File: config.mk
export PLATFORM = sky130hd
export DESIGN_NAME = serial_framer
export DESIGN_NICKNAME = d
export VERILOG_FILES = /design/src/rtl/framer_pkg.sv /design/src/rtl/framer_lfsr.sv /design/src/rtl/framer_frame.sv /design/src/rtl/framer_delay.sv /design/src/rtl/serial_framer.sv
export SDC_FILE = /design/constraint.sdc
export NUM_CORES = 1
export LEC_CHECK = 0
export ABC_AREA = 1
export BUFFER_PORTS_ARGS = -buffer_cell sky130_fd_sc_hd__clkbuf_2
export CAP_MARGIN = 0
export CORE_ASPECT_RATIO = 1.2
export CORE_MARGIN = 2
export CORE_UTILIZATION = 57
export DETAILED_ROUTE_END_ITERATION = 10
export PLACE_DENSITY = 0.83
export SLEW_MARGIN = 20
export SYNTH_ARGS = -nofsm -noshare
export SYNTH_HDL_FRONTEND = slang
export SYNTH_SLANG_ARGS = --single-unit
File: constraint.sdc
create_clock -name clk -period 1.5 [get_ports clk]
set_input_delay 0.3 -clock clk [delete_from_list [all_inputs] [get_ports clk]]
set_output_delay 0.3 -clock clk [all_outputs]
set_load 0.05 [all_outputs]
File: src/rtl/framer_pkg.sv
package framer_pkg;
  typedef enum logic [1:0] {
    SRC_ENERGY = 2'b00,
    SRC_CONST  = 2'b01,
    SRC_PRBS   = 2'b10,
    SRC_RAW    = 2'b11
  } src_e;

  localparam int unsigned BYTE_W = 8;
  localparam int unsigned RAW_W  = 10;
endpackage

File: src/rtl/framer_lfsr.sv
module framer_lfsr #(
  parameter int unsigned     W    = 16,
  parameter logic [W-1:0]    TAPS = 16'hD008
) (
  input  logic         clk,
  input  logic         rst_n,
  input  logic         load,
  input  logic [W-1:0] seed,
  input  logic         shift,
  output logic [W-1:0] q
);
  logic fb;
  assign fb = ~(^(q & TAPS));

  always_ff @(posedge clk or negedge rst_n) begin
    if (!rst_n)     q <= '0;
    else if (load)  q <= seed;
    else if (shift) q <= {q[W-2:0], fb};
  end

  p_hold_r9: assert property (@(posedge clk) disable iff (!rst_n)
    (!load && !shift) |=> $stable(q));
  p_seed_r4: assert property (@(posedge clk) disable iff (!rst_n)
    load |=> (q == $past(seed)));
endmodule

File: src/rtl/framer_frame.sv
module framer_frame
  import framer_pkg::*;
#(
  parameter int unsigned SHORT_W = BYTE_W,
  parameter int unsigned LONG_W  = RAW_W,
  parameter int unsigned GEN_W   = 16
) (
  input  logic               clk,
  input  logic               rst_n,
  input  logic [1:0]         src_sel,
  input  logic [SHORT_W-1:0] const_val,
  input  logic [GEN_W-1:0]   gen_q,
  input  logic [SHORT_W-1:0] en_data,
  input  logic               en_valid,
  output logic               en_ready,
  input  logic [LONG_W-1:0]  raw_data,
  input  logic               raw_valid,
  output logic               raw_ready,
  output logic               bit_q,
  output logic               sof_q,
  output logic               long_q
);
  localparam int unsigned PW = $clog2(LONG_W);
  localparam logic [PW-1:0] SHORT_LAST = PW'(SHORT_W - 1);
  localparam logic [PW-1:0] LONG_LAST  = PW'(LONG_W - 1);

  logic [LONG_W-1:0] sreg;
  logic [PW-1:0]     pos;
  logic              is_last;
  logic [LONG_W-1:0] next_word;
  logic              next_long;
  src_e              src;

  assign src     = src_e'(src_sel);
  assign is_last = (pos == (long_q ? LONG_LAST : SHORT_LAST));

  always_comb begin
    next_word = '0;
    next_long = 1'b0;
    unique case (src)
      SRC_ENERGY: if (en_valid) next_word = LONG_W'(en_data);
      SRC_CONST:  next_word = LONG_W'(const_val);
      SRC_PRBS:   next_word = LONG_W'(gen_q[SHORT_W-1:0]);
      SRC_RAW: begin
        next_long = 1'b1;
        if (raw_valid) next_word = raw_data;
      end
      default: next_word = '0;
    endcase
  end

  assign en_ready  = rst_n && is_last && (src == SRC_ENERGY);
  assign raw_ready = rst_n && is_last && (src == SRC_RAW);

  always_ff @(posedge clk or negedge rst_n) begin
    if (!rst_n) begin
      sreg   <= '0;
      pos    <= SHORT_LAST;
      long_q <= 1'b0;
    end else if (is_last) begin
      sreg   <= next_word;
      pos    <= '0;
      long_q <= next_long;
    end else begin
      sreg   <= sreg >> 1;
      pos    <= pos + 1'b1;
    end
  end

  assign bit_q = sreg[0];
  assign sof_q = (pos == '0);

  p_ready_excl_r5: assert property (@(posedge clk) disable iff (!rst_n)
    !(en_ready && raw_ready));
  p_ready_load_r2: assert property (@(posedge clk) disable iff (!rst_n)
    (en_ready || raw_ready) |=> sof_q);
  p_raw_long_r5: assert property (@(posedge clk) disable iff (!rst_n)
    raw_ready |=> long_q);
  p_sof_gap_r6: assert property (@(posedge clk) disable iff (!rst_n)
    sof_q |=> !sof_q);
  p_size_hold_r7: assert property (@(posedge clk) disable iff (!rst_n)
    !sof_q |-> $stable(long_q));
endmodule

File: src/rtl/framer_delay.sv
module framer_delay #(
  parameter int unsigned W     = 3,
  parameter int unsigned DEPTH = 32,
  localparam int unsigned TW   = $clog2(DEPTH)
) (
  input  logic          clk,
  input  logic          rst_n,
  input  logic [TW-1:0] tap,
  input  logic [W-1:0]  din,
  output logic [W-1:0]  dout
);
  logic [W-1:0] st [DEPTH];

  always_ff @(posedge clk or negedge rst_n) begin
    if (!rst_n) begin
      for (int i = 0; i < DEPTH; i++) st[i] <= '0;
    end else begin
      st[0] <= din;
      for (int i = 1; i < DEPTH; i++) st[i] <= st[i-1];
    end
  end

  assign dout = st[tap];

  p_first_stage_r8: assert property (@(posedge clk) disable iff (!rst_n)
    1'b1 |=> (st[0] == $past(din)));
endmodule

File: src/rtl/serial_framer.sv
module serial_framer
  import framer_pkg::*;
#(
  parameter int unsigned GEN_W       = 16,
  parameter logic [15:0] GEN_TAPS    = 16'hD008,
  parameter int unsigned BITS_PER_BC = 8,
  parameter int unsigned COARSE_W    = 2,
  parameter int unsigned FINE_W      = 3
) (
  input  logic                clk,
  input  logic                rst_n,
  input  logic [1:0]          src_sel,
  input  logic [BYTE_W-1:0]   const_val,
  input  logic [GEN_W-1:0]    seed_val,
  input  logic                seed_load,
  input  logic                lfsr_shift,
  input  logic [COARSE_W-1:0] coarse_dly,
  input  logic [FINE_W-1:0]   fine_dly,
  input  logic [BYTE_W-1:0]   en_data,
  input  logic                en_valid,
  output logic                en_ready,
  input  logic [RAW_W-1:0]    raw_data,
  input  logic                raw_valid,
  output logic                raw_ready,
  output logic                ser_o,
  output logic                sof_o,
  output logic                f10_o
);
  localparam int unsigned DEPTH = 1 + ((1 << COARSE_W) - 1) * BITS_PER_BC + ((1 << FINE_W) - 1);
  localparam int unsigned TW    = $clog2(DEPTH);
  localparam logic [TW-1:0] BPB = TW'(BITS_PER_BC);

  logic [GEN_W-1:0] gen_q;
  logic             bit_i, sof_i, long_i;
  logic [TW-1:0]    tap;
  logic [2:0]       dly_out;

  framer_lfsr #(.W(GEN_W), .TAPS(GEN_TAPS[GEN_W-1:0])) u_gen (
    .clk(clk), .rst_n(rst_n), .load(seed_load), .seed(seed_val),
    .shift(lfsr_shift), .q(gen_q)
  );

  framer_frame #(.SHORT_W(BYTE_W), .LONG_W(RAW_W), .GEN_W(GEN_W)) u_frame (
    .clk(clk), .rst_n(rst_n), .src_sel(src_sel), .const_val(const_val),
    .gen_q(gen_q), .en_data(en_data), .en_valid(en_valid), .en_ready(en_ready),
    .raw_data(raw_data), .raw_valid(raw_valid), .raw_ready(raw_ready),
    .bit_q(bit_i), .sof_q(sof_i), .long_q(long_i)
  );

  assign tap = TW'(coarse_dly) * BPB + TW'(fine_dly);

  framer_delay #(.W(3), .DEPTH(DEPTH)) u_dly (
    .clk(clk), .rst_n(rst_n), .tap(tap),
    .din({long_i, sof_i, bit_i}), .dout(dly_out)
  );

  assign {f10_o, sof_o, ser_o} = dly_out;

  p_reset_quiet_r1: assert property (@(posedge clk)
    !rst_n |-> !(ser_o || sof_o || f10_o || en_ready || raw_ready));
endmodule

==> metrics.yaml, run 1 <==
pre_cts_ws_ns: -0.369
coreArea_um2: 8560
dr.pass1.iters: 5
drtAntennaViolNets: 0
synth_area_per_cell_um2: 9.17
clk_pin_slew_ns: 0.06
vdd_ir_drop_max_mv: 0.960
vias: 4103
hpwlAfterDp_um: 6790
yosysTopAreaCell: "dfrtp_1"
grt_max_degree: 128
grt_usage_pct: 25.2
n_antenna_cell: 0
grt_pass1_vias: 3977
drv_cap: 0
portBuffers: 59
total_power_w: 0.0107
htreeDepth: 4
clk_latency_ns: 0.51
yosysUniqueCellTypes: 23
floorplan.initialDensity_pct: 58.3
rsz0062_at_grt: "true"
viasPerCell: 5.34
hold_path_class: "in -> reg"
finClkSkew_ns: 0.00614
violations: "setup timing"
p_per_area_nw_per_um2: 1660
multi_input_area_um2: 1730
clock.fmax_mhz: 481
wl_per_cell_um: 14.7
p_leak_nw: 3.33
worstPathRequired_ns: 1.20
place.gp.congestion: 0.885
synth_top_cell_area_share_pct: 62.2
path_class: "reg -> out"
cts_buffer_depth: 2
min_period_over_period_pct: 139
io_pins: 60
tightest_slew_ns: 0.654
fin_ws_ns: -0.578
nFillCells: 577
die_width_um: 89.4
area_growth_pct: 29.3
drive_gt1_share_pct: 24.7
status: "complete, but fails checks"
final_common_cell: "nand2_1"
cts_tree: "yes"
max-slew-margin-rel_pct: 56.4
ys.flop_type: "dfrtp_1"
nNetsFinal: 697
final_hold_viol_count: 0
ys_top_cells_by_area: "dfrtp_1 (62%), nand2_1 (17%), nand3_1 (11%), dfstp_2 (1.6%), nor2_1 (1.3%)"
yosysSeqAreaShare_pct: 63.8
numClockSinks: 127
yosysWarningCount: 0
synthArstFlopShare_pct: 100
seq_area_um2: 3180
worstPathMaxFanout: 2
cp-start-kind: "flop"
overflow: 0
netlist_instances: 544
antenna_found_initial: 0
grt_pass1_wl_um: 18100
cp-end-kind: "output pin"
final.min_clock_period_ns: 2.08
layout_common_cells: "nand2_1 (215), dfrtp_1 (124), nand3_1 (96)"
synth-seq-cells: 127
die_h_um: 106
syn-num-nets: 601
slew_violations: 0
setup_viol: 5
dieArea_um2: 9520
synth_edf_count: 0
drtIter0Drc: 301
clock-root-buffer: "clkbuf_8"
drc: 0
synth_area_um2: 4990
wirelength_um: 11300
numCtsBuffers: 17
cp.arrival_ns: 1.78
rows: 37
-- power by group --
group | leakage (nW) | internal [W] | switching, W | total (W)
registers | 1.66 | 0.00439 | 0.000555 | 0.00494
logic | 1.39 | 0.000868 | 0.00110 | 0.00197
clock network | 0.277 | 0.00244 | 0.00138 | 0.00382
total | 3.33 | 0.00770 | 0.00304 | 0.0107
-- critical path, stage by stage, from the launching register on --
cell and delay [ns]:
dfstp_2 0.54, nor2_2 0.04, nor2_2 0.13, nand3_2 0.10
nor2_2 0.13, inv_2 0.06, nor2_4 0.11, buf_8 0.15
-- per-stage QoR --
stage	util [%]	TNS (ns)	hold slack, ns	cells	cell area (um2)
after floorplan	-	-0.391	0.00441	544	5040
after global placement	64.9	-1.29	0.337	719	5560
after detailed placement	64.9	-1.47	0.340	719	5560
after CTS	74.3	-2.63	0.00712	763	6360
after global routing	75.4	-3.16	0.0323	769	6450
final	75.4	-2.50	0.0288	769	6450
-- synthesized netlist by cell type (2+ instances only) --
library cell,n
nand2_1,228
inv_1,10
inv_2,8
ha_1,2
buf_4,5
dfrtp_1,124
dfstp_2,3
xor2_1,3
nor2_2,2
nand3_1,105
o21ai_1,11
buf_2,11
clkbuf_1,5
buf_1,2
nor2_1,17
-- timing repair --
action / CTS / global route
endpoints found under the setup margin: 12 / 13
setup buffers: 1 / 7
hold buffers: 12 / 0
pin swaps: 14 / 32
resized for setup: 29 / 15
endpoints found under the hold margin: 135 / 0
-- kinds of logic (layout without fill, tap and decap cells) --
logic type                 after synthesis  after routing  synth area share [%]
adders and majority gates                2              2                 0.501
buffers and inverters                   43            151                  4.04
and+or+nand+nor                        355            355                  29.6
xor gates and xnor gates                 4              4                 0.702
AOI/OAI and AO/OA                       13             13                  1.40
DFF                                    127            127                  63.8
-- layer usage --
layer	part of all wire (%)	GRT usage (%)
met1	41	30.5
met3	5.9	9.32
met5	0	0
met4	2.0	9.49
met2	51	40.7
-- sequential cells by signal, indices dropped and copies added (netlist names) --
register and cells:
u_dly.st 96, u_gen.q 16, u_frame.sreg 10, u_frame.pos 4, u_frame.long_q 1
-- cell type report --
| cell class | count | share of cell area (%) |
|---|---|---|
| clock buffers | 26 | 7.87 |
| well taps | 117 | 2.27 |
| multi-input cells | 374 | 26.9 |
| clock inverters | 5 | 0.814 |
| inverters | 19 | 1.14 |
| repair buffers | 101 | 11.7 |
| flip-flops and latches | 127 | 49.3 |
-- final timing paths --
kind	start	end	slack, ns	depth (start not counted)
setup reg to reg	u_frame.pos[2]	u_frame.sreg[5]	0.03	8
max in group asynchronous	rst_n	u_dly.st[93]	0.51	3
hold / removal	raw_data[8]	u_frame.sreg[8]	0.03	3
setup / recovery	u_frame.pos[2]	raw_ready	-0.58	7
hold reg to reg	u_frame.sreg[0]	u_dly.st[93]	0.35	0
min in group asynchronous	rst_n	u_dly.st[66]	0.49	3
No activity file was read; power rests on OpenSTA's default activity.
==> inputs of run 2 (changes only) <==
--- a/config.mk
+++ b/config.mk
@@ -12,6 +12,7 @@
 export CORE_MARGIN = 2
 export CORE_UTILIZATION = 57
 export DETAILED_ROUTE_END_ITERATION = 10
+export HOLD_SLACK_MARGIN = 0.06
 export PLACE_DENSITY = 0.83
 export SLEW_MARGIN = 20
 export SYNTH_ARGS = -nofsm -noshare
==> run 2 against run 1 <==
The flow still finishes with violations (setup timing); cell count up 1.0%; routed wire length increased by 2.8%; power rose by 0.38%; utilization grew 0.91 points; sequential cell count did not move; combinational power up 2%; worst setup slack gained 0.0015 ns; via count up 1.6%.
==> metrics.yaml, run 2 (synthesis results as in run 1) <==
status: "complete, but fails checks"
violations: "setup timing"
dr.pass1.iters: 5
cp-start-kind: "flop"
dieArea_um2: 9520
grt_use_met3_pct: 8.85
wl_per_cell_um: 14.9
p_leak_nw: 3.36
clk_pin_slew_ns: 0.06
finClkSkew_ns: 0.00609
drv_cap: 0
crit_family: "flip-flops"
coreArea_um2: 8560
drtAntennaViolNets: 0
worst_path_max_delay_cell: "dfstp_2"
place.gp.congestion: 0.885
tightest_slew_ns: 0.654
combPwrFrac_pct: 18.6
floorplan.initialDensity_pct: 58.3
numCtsBuffers: 17
drc: 0
reg.largest.list: "u_dly.st: 96 flops, u_gen.q: 16 flops, u_frame.sreg: 10 flops"
worstPathMaxFanout: 2
cts_buffer_depth: 2
critPathBufInv: 2
area_growth_pct: 30.9
holdPathEnd: "u_frame.sreg[3]"
place_inst: 719
grt_pass1_vias: 4064
largest-register: "u_dly.st"
hold_path.startpoint: "const_val[3]"
portBuffers: 59
drtIter0Drc: 293
nFillCells: 559
met1_usage_pct: 31.3
p_per_area_nw_per_um2: 1650
n_antenna_cell: 0
min_period_over_period_pct: 138
worstReg2RegStart: "u_frame.pos[2]"
whs_path_depth: 5
drive_gt1_share_pct: 24.5
htreeDepth: 4
netSwitchingPower_w: 0.00305
die_width_um: 89.4
viasPerCell: 5.37
rsz0062_at_grt: "true"
cpMostUsedCell: "nor2_2"
finalSetupTns_ns: -2.48
cp-end-kind: "output pin"
clkPwrFrac_pct: 35.5
cts_tree: "yes"
worstSetupStartpoint: "u_frame.pos[2]"
grt_pass1_wl_um: 18700
max-slew-margin-rel_pct: 56.4
r2r_end: "u_frame.sreg[5]"
overflow: 0
hpwlAfterDp_um: 6790
p_sw_share_pct: 28.3
io_pins: 60
wirelength_um: 11600
clock.fmax_mhz: 482
final_common_cell: "nand2_1"
vias: 4169
stdcell_count: 777
nNetsFinal: 705
clk_latency_ns: 0.51
hold_path_class: "in -> reg"
die_h_um: 106
worstPathRequired_ns: 1.20
p_int_w: 0.00773
rows: 37
grt_max_degree: 128
seq_power_share_pct: 45.9
setup_viol: 5
grt_use_met2_pct: 42.1
total_power_w: 0.0108
grt_most_used_layer: "met2"
final.min_clock_period_ns: 2.08
final_hold_viol_count: 0
fin_ws_ns: -0.576
numClockSinks: 127
slew_violations: 0
rrSetupSlack_ns: 0.03
worstPathCellList: "nor2_2 > nor2_2 > nand3_2 > nor2_2 > inv_2 > nor2_4 > buf_8"
cp.arrival_ns: 1.78
clock-root-buffer: "clkbuf_8"
vdd_ir_drop_max_mv: 0.961
ff2ff_path_depth: 8
antenna_found_initial: 0
layout_common_cells: "nand2_1 (215), dfrtp_1 (124), nand3_1 (96)"
path_class: "reg -> out"
crit_path_max_incr_delay_ns: 0.54
grt_usage_pct: 26.1
largest_register_ffs: 96
[run 2: cell type report]
cell class	instances	area, um2	share of cell area [%]
inverters	19	73.8	1.13
multi-input cells	374	1730	26.5
flip-flops and latches	127	3180	48.7
clock inverters	5	52.6	0.805
clock buffers	26	508	7.78
well taps	117	146	2.24
repair buffers	109	836	12.8
[run 2: how the worst max path moves through the flow]
stage / to / slack, ns / cells after the start
6_report: raw_ready / -0.58 / 7
3_3_place_gp: f10_o / -0.34 / 10
3_5_place_dp: f10_o / -0.37 / 10
4_1_cts: raw_ready / -0.61 / 7
2_1_floorplan: en_ready / -0.23 / 5
5_1_grt: raw_ready / -0.66 / 7
[run 2: routing by layer]
layer	vias to the layer above	routed length (um)	share of wire (%)
met2	187	5940	51
met3	28	805	6.9
met1	2006	4590	40
met5	-	0	0
met4	0	263	2.3
li1	1948	-	-
[run 2: through the flow]
stage               hold WS [ns]  utilization [%]  worst slack, ns  area, um2
global route               0.131             76.3           -0.658       6530
detailed placement         0.340             64.9           -0.369       5560
CTS                        0.102             75.1           -0.611       6430
global placement           0.337             64.9           -0.343       5560
floorplan                0.00441                -           -0.231       5040
finish                     0.130             76.3           -0.576       6530
[run 2: tightest hold or removal path: cells and delay by family]
kind / cells / cell delay [ns]
buffers and inverters: 1 / 0.08
AO/OA/AOI/OAI: 1 / 0.06
AND/OR/NAND/NOR: 3 / 0.18
[run 2: what timing repair did]
action / CTS / global route
resized for setup: 29 / 15
setup buffers: 1 / 8
endpoints found under the hold margin: 142 / 0
setup endpoints to repair: 12 / 13
hold buffers: 19 / 0
pin swaps: 14 / 30
[run 2: power groups by stage]
| stage | Combinational [W] | Clock [W] | Sequential (W) |
|---|---|---|---|
| after floorplan | 0.00109 | 0 | 0.00479 |
| after global placement | 0.00160 | 0 | 0.00490 |
| after detailed placement | 0.00166 | 0 | 0.00497 |
| after CTS | 0.00187 | 0.00386 | 0.00494 |
| after global routing | 0.00225 | 0.00402 | 0.00503 |
| final | 0.00201 | 0.00383 | 0.00494 |
